===== config.mk =====
export PLATFORM = sky130hd
export DESIGN_NAME = pvic_top
export DESIGN_NICKNAME = d
export VERILOG_FILES = /design/src/rtl/pvic_pkg.sv /design/src/rtl/pvic_regs.sv /design/src/rtl/pvic_arb.sv /design/src/rtl/pvic_core.sv /design/src/rtl/pvic_top.sv
export SDC_FILE = /design/constraint.sdc
export NUM_CORES = 1
export LEC_CHECK = 0
export BUFFER_PORTS_ARGS = -buffer_cell sky130_fd_sc_hd__clkbuf_2
export CAP_MARGIN = 30
export CORE_AREA = 2 2 125 91
export DETAILED_ROUTE_END_ITERATION = 10
export DIE_AREA = 0 0 127 93
export MAX_ROUTING_LAYER = met4
export PLACE_DENSITY = 0.74
export SKIP_LAST_GASP = 1
export SYNTH_ARGS = -nofsm -noshare
export SYNTH_HDL_FRONTEND = slang
export SYNTH_SLANG_ARGS = --single-unit

===== constraint.sdc =====
create_clock -name clk_i -period 34.1 [get_ports clk_i]
set_input_delay 6.82 -clock clk_i [delete_from_list [all_inputs] [get_ports clk_i]]
set_output_delay 6.82 -clock clk_i [all_outputs]
set_load 0.005 [all_outputs]

===== src/rtl/pvic_pkg.sv =====
package pvic_pkg;
  localparam int unsigned BUS_AW = 8;
  localparam int unsigned BUS_DW = 32;
  localparam logic [BUS_AW-1:0] A_BASE = 8'h00;
  localparam logic [BUS_AW-1:0] A_FLAG = 8'h04;
  localparam logic [BUS_AW-1:0] A_VEC  = 8'h20;

  // level window 0x40..0x7C, one word per source
  function automatic logic lvl_hit(input logic [BUS_AW-1:0] a);
    return (a[7:6] == 2'b01) && (a[1:0] == 2'b00);
  endfunction
endpackage


===== src/rtl/pvic_regs.sv =====
module pvic_regs
  import pvic_pkg::*;
#(
  parameter int unsigned N_SRC = 8,
  parameter int unsigned LVL_W = 4
) (
  input  logic                          clk_i,
  input  logic                          rst_ni,
  input  logic                          wr_i,
  input  logic [BUS_AW-1:0]             addr_i,
  input  logic [BUS_DW-1:0]             wdata_i,
  output logic [N_SRC-1:0][LVL_W-1:0]   lvl_o,
  output logic [BUS_DW-1:0]             base_o,
  output logic                          clr_o
);
  logic [N_SRC-1:0][LVL_W-1:0] lvl_q;
  logic [BUS_DW-1:0]           base_q;

  always_ff @(posedge clk_i or negedge rst_ni) begin
    if (!rst_ni)                        base_q <= '0;
    else if (wr_i && addr_i == A_BASE)  base_q <= wdata_i;
  end

  for (genvar g = 0; g < N_SRC; g++) begin : g_lvl
    always_ff @(posedge clk_i or negedge rst_ni) begin
      if (!rst_ni) lvl_q[g] <= '0;
      else if (wr_i && lvl_hit(addr_i) && addr_i[5:2] == 4'(g))
        lvl_q[g] <= wdata_i[LVL_W-1:0];
    end
  end

  assign clr_o  = wr_i && (addr_i == A_FLAG) && wdata_i[0];
  assign lvl_o  = lvl_q;
  assign base_o = base_q;
endmodule


===== src/rtl/pvic_arb.sv =====
module pvic_arb #(
  parameter int unsigned N_SRC = 8,
  parameter int unsigned LVL_W = 4,
  localparam int unsigned IDX_W = (N_SRC > 1) ? $clog2(N_SRC) : 1
) (
  input  logic                        clk_i,
  input  logic                        rst_ni,
  input  logic [N_SRC-1:0]            req_i,
  input  logic [N_SRC-1:0][LVL_W-1:0] lvl_i,
  output logic                        valid_o,
  output logic [IDX_W-1:0]            idx_o
);
  logic [LVL_W-1:0] best;

  // walk downward with >= so an equal level at a lower index takes over
  always_comb begin
    best  = '0;
    idx_o = '0;
    for (int i = N_SRC - 1; i >= 0; i--) begin
      if (req_i[i] && lvl_i[i] != '0 && lvl_i[i] >= best) begin
        best  = lvl_i[i];
        idx_o = IDX_W'(i);
      end
    end
    valid_o = (best != '0);
  end

  AST_WIN_ENABLED: assert property (@(posedge clk_i) disable iff (!rst_ni)
    valid_o |-> (req_i[idx_o] && lvl_i[idx_o] != '0));

  for (genvar g = 0; g < N_SRC; g++) begin : g_chk
    AST_NOT_BEATEN: assert property (@(posedge clk_i) disable iff (!rst_ni)
      (valid_o && req_i[g] && lvl_i[g] != '0) |->
      (lvl_i[g] < lvl_i[idx_o] || (lvl_i[g] == lvl_i[idx_o] && IDX_W'(g) >= idx_o)));
    AST_IDLE_NONE: assert property (@(posedge clk_i) disable iff (!rst_ni)
      !valid_o |-> !(req_i[g] && lvl_i[g] != '0));
  end
endmodule


===== src/rtl/pvic_core.sv =====
module pvic_core #(
  parameter int unsigned IDX_W   = 3,
  parameter int unsigned VEC_LSB = 8,
  localparam int unsigned BASE_W = 32 - VEC_LSB
) (
  input  logic              clk_i,
  input  logic              rst_ni,
  input  logic              set_i,
  input  logic              clr_i,
  input  logic [IDX_W-1:0]  idx_i,
  input  logic [BASE_W-1:0] base_i,
  output logic              flag_o,
  output logic [31:0]       vec_o
);
  logic        flag_q;
  logic [31:0] vec_q;
  logic [VEC_LSB-1:0] off;

  assign off = VEC_LSB'({idx_i, 2'b00});

  always_ff @(posedge clk_i or negedge rst_ni) begin
    if (!rst_ni) begin
      flag_q <= 1'b0;
      vec_q  <= '0;
    end else if (clr_i) begin
      flag_q <= 1'b0;
    end else if (!flag_q && set_i) begin
      flag_q <= 1'b1;
      vec_q  <= {base_i, off};
    end
  end

  assign flag_o = flag_q;
  assign vec_o  = vec_q;

  AST_VEC_FROZEN: assert property (@(posedge clk_i) disable iff (!rst_ni)
    (flag_q && $past(flag_q)) |-> (vec_q == $past(vec_q)));
  AST_FLAG_SETS: assert property (@(posedge clk_i) disable iff (!rst_ni)
    (!flag_q && set_i && !clr_i) |=> flag_q);
  AST_FLAG_CAUSE: assert property (@(posedge clk_i) disable iff (!rst_ni)
    $rose(flag_q) |-> $past(set_i));
  AST_CLR_WINS: assert property (@(posedge clk_i) disable iff (!rst_ni)
    clr_i |=> !flag_q);
endmodule


===== src/rtl/pvic_top.sv =====
module pvic_top
  import pvic_pkg::*;
#(
  parameter int unsigned N_SRC   = 8,
  parameter int unsigned LVL_W   = 4,
  parameter int unsigned VEC_LSB = 8
) (
  input  logic              clk_i,
  input  logic              rst_ni,
  input  logic [N_SRC-1:0]  req_i,
  input  logic              bus_wr_i,
  input  logic [7:0]        bus_addr_i,
  input  logic [31:0]       bus_wdata_i,
  output logic [31:0]       bus_rdata_o,
  output logic              irq_o
);
  localparam int unsigned IDX_W = (N_SRC > 1) ? $clog2(N_SRC) : 1;

  logic [N_SRC-1:0][LVL_W-1:0] lvl;
  logic [31:0]                 base;
  logic                        clr, valid, flag;
  logic [IDX_W-1:0]            idx;
  logic [31:0]                 vec;
  logic [3:0]                  sel;

  pvic_regs #(.N_SRC(N_SRC), .LVL_W(LVL_W)) u_regs (
    .clk_i, .rst_ni, .wr_i(bus_wr_i), .addr_i(bus_addr_i), .wdata_i(bus_wdata_i),
    .lvl_o(lvl), .base_o(base), .clr_o(clr)
  );

  pvic_arb #(.N_SRC(N_SRC), .LVL_W(LVL_W)) u_arb (
    .clk_i, .rst_ni, .req_i, .lvl_i(lvl), .valid_o(valid), .idx_o(idx)
  );

  pvic_core #(.IDX_W(IDX_W), .VEC_LSB(VEC_LSB)) u_core (
    .clk_i, .rst_ni, .set_i(valid), .clr_i(clr), .idx_i(idx),
    .base_i(base[31:VEC_LSB]), .flag_o(flag), .vec_o(vec)
  );

  assign sel = bus_addr_i[5:2];

  always_comb begin
    bus_rdata_o = '0;
    if (bus_addr_i == A_BASE)      bus_rdata_o = base;
    else if (bus_addr_i == A_FLAG) bus_rdata_o = {31'b0, flag};
    else if (bus_addr_i == A_VEC)  bus_rdata_o = vec;
    else if (lvl_hit(bus_addr_i) && 32'(sel) < N_SRC)
      bus_rdata_o = 32'(lvl[sel[IDX_W-1:0]]);
  end

  assign irq_o = flag;
endmodule


==> results.sh <==
export IMPL_drt_vias_per_instance=6.15
export IMPL_io_pins=84
export IMPL_cp_startpoint="req_i[7]"
export IMPL_die_h_um=93
export IMPL_maxSlewViolCount=0
export IMPL_rsz0062_at_grt="no"
export IMPL_worstMarginPinSlew_ns=0.878
export IMPL_cts_resized=0
export IMPL_fp_dieArea_um2=11800
export IMPL_drt_pass1_iterations=5
export IMPL_syn_inst=492
export IMPL_grt_first_pass_wirelength_um=22400
export IMPL_p_leak_uw=0.00317
export IMPL_slew_headroom_pct=41.5
export IMPL_ys_async_sr_fraction_pct=100
export IMPL_nFillCells=830
export IMPL_cp_required_ns=34.32
export IMPL_cts_buffers_inserted=9
export IMPL_drc=0
export IMPL_start_util_pct=52.6
export IMPL_endpoint="u_core.vec_o[11]$_DFFE_PN0P_"
export IMPL_fin_nets=643
export IMPL_peakVddDrop_mv=0.0405
export IMPL_rr_worst_depth=51
export IMPL_min_period_over_period_pct=54.9
export IMPL_gr_usage_met2_pct=36.1
export IMPL_num_vias=4377
export IMPL_syn_area_um2=5610
export IMPL_power_uw=283
export IMPL_post_route_min_period_ns=18.71
export IMPL_gr_usage_all_layers_pct=24.6
export IMPL_reg2reg_to="u_core.vec_o[11]$_DFFE_PN0P_"
export IMPL_synth_seq_cells=92
export IMPL_crit_path_top_delay_cell="o41a_2"
export IMPL_skew_ns=0.00717
export IMPL_numPortBuffers=83
export IMPL_pre_cts_slack_ns=15.20
export IMPL_holdBufCountCts=0
export IMPL_ys_flop_type="dfrtp_1"
export IMPL_cts_path_max_buffers=2
export IMPL_cap_violations=0
export IMPL_clk_latency_ns=0.34
export IMPL_grt_overflow=0
export IMPL_totalWireLength_um=13600
export IMPL_worstSetupEndpointType="flop"
export IMPL_wl_per_cell_um=19.1
export IMPL_r2r_start="u_regs.lvl_o[31]$_DFFE_PN0P_"
export IMPL_critical_path_max_fanout=27
export IMPL_slowest_delay_ns=0.74
export IMPL_critical_path_class="in -> reg"
export IMPL_hold_path_class="reg -> reg"
export IMPL_clkSinkCount=92
export IMPL_gp_congestion=0.902
export IMPL_drt_iter0_markers=349
export IMPL_clk_pin_slew_ns=0.06
export IMPL_first_global_vias=4281
export IMPL_max_freq_ghz=0.0535
export IMPL_cts_tree="yes"
export IMPL_drive_above_1_share_pct=37.0
export IMPL_start_kind="input pin"
export IMPL_n_antenna_cell=0
export IMPL_powerDensity_nw_per_um2=43.5
export IMPL_post_cts_setup_buffers=0
export IMPL_post_dp_hpwl_um=9880
export IMPL_synth_warnings=0
export IMPL_status="completed"
export IMPL_cp_common_cell="ha_1"
export IMPL_synth_edff_count=0
export IMPL_synth_fp_nets=564
export IMPL_cp_arrival_ns=18.93
export IMPL_fp_dieW_um=127
export IMPL_fin_ws_ns=15.39
export IMPL_grtUsageMet1_pct=35.9
export IMPL_synth_cell_types=73
export IMPL_area_delta_synth_final_pct=16.1
export IMPL_ant_nets=0
export IMPL_r2r_slack_ns=21.58
export IMPL_grt_util_met3_pct=4.58
export IMPL_rows=32
export IMPL_top_usage_layer="met2"
export IMPL_synth_seq_area_share_pct=41.1
export IMPL_setup_viol=0
export IMPL_coreArea_um2=10700
export IMPL_htreeDepth=3
export IMPL_antenna_found_initial=0
export IMPL_finalSetupTns_ns=0
export IMPL_grt_max_degree=78
export IMPL_hold_violations=0
export IMPL_clock_root_buffer="clkbuf_16"
export IMPL_syn_avg_cell_area_um2=11.4
worst max-delay path, delay by kind of cell:
family	cells	cell delay [ns]
buffers and inverters	3	0.27
AO/OA/AOI/OAI	22	5.56
AND/OR/NAND/NOR	14	1.99
multiplexers	5	1.96
adder cells (fa/ha/maj)	8	2.28
registers in the layout (all words and copies together), names as in the netlist:
name and count:
u_regs.lvl_o 32, u_regs.base_o 32, u_core.vec_o 27, u_core.flag_o 1
cells in the final DEF, fill, tap and decap left out, types with 3 or more instances in the layout:
master      n
a21o_1      6
a21oi_1    10
a22o_1     26
a22oi_1     3
a31oi_1     4
and2_1      8
and3_1      5
buf_4       5
bufinv_16   3
clkbuf_16   9
clkbuf_2   82
dfrtp_1    92
ha_1       21
inv_1      21
mux2_1      7
mux2_2     64
mux2_4     19
mux2i_1     4
mux4_2      8
nand2_1    26
nand2b_1   10
nand3_1     5
nand3b_1    3
nor2_1     24
nor2b_1     5
nor3_1      4
nor3b_1     3
o211ai_1    4
o21ai_0    18
o21ai_1     8
o41a_1      5
o41ai_1     3
or3_1       4
synth_stat cells (10+ instances only):
cell      count  share of area [%]
a21oi_1      10               0.89
a22o_1       26                4.1
clkbuf_1     13               0.87
dfrtp_1      92                 41
ha_1         21                4.7
inv_1        21                1.4
mux2_2       64                 13
mux2_4       19                5.1
nand2_1      26                1.7
nand2b_1     10                1.1
nor2_1       24                1.6
o21ai_0      18                1.6
logic make-up (layout without fill, tap and decap cells):
family          Yosys count  in the layout  share of synthesized area (%)
flops                    92             92                           41.1
simple gates            112            112                           10.5
mux                     102            102                           23.3
compound gates          122            122                           16.9
buf+inv                  41            125                           3.15
fa+ha+maj                23             23                           5.07
where the power goes:
part	total [µW]	internal (µW)	leakage [µW]	switching [µW]
Sequential	118	113	0.00124	4.74
Combinational	52.1	22.9	0.00177	29.3
Clock	113	71.7	0.000163	41.1
stage by stage:
step	std cells	util, %	instance area [µm²]	hold WS [ns]
floorplan	492	-	5610	0.459
global placement	695	57.6	6140	0.469
detailed placement	696	57.9	6170	0.480
CTS	712	61.1	6510	0.495
global route	712	61.1	6510	0.511
finish	712	61.1	6510	0.496
final cells by class:
class / instances / area [µm²] / area share, %
multi-input cells: 359 / 3140 / 48.2
flip-flops and latches: 92 / 2300 / 35.4
repair buffers: 88 / 475 / 7.31
clock buffers: 10 / 229 / 3.52
well taps: 136 / 170 / 2.62
clock inverters: 6 / 111 / 1.71
inverters: 21 / 78.8 / 1.21
metal layers:
metal / wire [µm] / vias to the layer above
li1: - / 2025
met1: 6490 / 2168
met2: 6200 / 165
met3: 752 / 19
met4: 185 / 0
met5: 0 / -
worst min-delay path by stage:
stage                                  from                      endpoint  slack [ns]  depth (start not counted)
2_1_floorplan   u_core.vec_o[2]$_DFFE_PN0P_   u_core.vec_o[2]$_DFFE_PN0P_        0.46                          1
3_5_place_dp   u_core.vec_o[10]$_DFFE_PN0P_  u_core.vec_o[10]$_DFFE_PN0P_        0.48                          1
6_report       u_core.vec_o[10]$_DFFE_PN0P_  u_core.vec_o[10]$_DFFE_PN0P_        0.50                          1
5_1_grt        u_core.vec_o[12]$_DFFE_PN0P_  u_core.vec_o[12]$_DFFE_PN0P_        0.51                          1
4_1_cts        u_core.vec_o[10]$_DFFE_PN0P_  u_core.vec_o[10]$_DFFE_PN0P_        0.50                          1
3_3_place_gp   u_core.vec_o[12]$_DFFE_PN0P_  u_core.vec_o[12]$_DFFE_PN0P_        0.47                          1
Power figures use the tool's default switching activity.
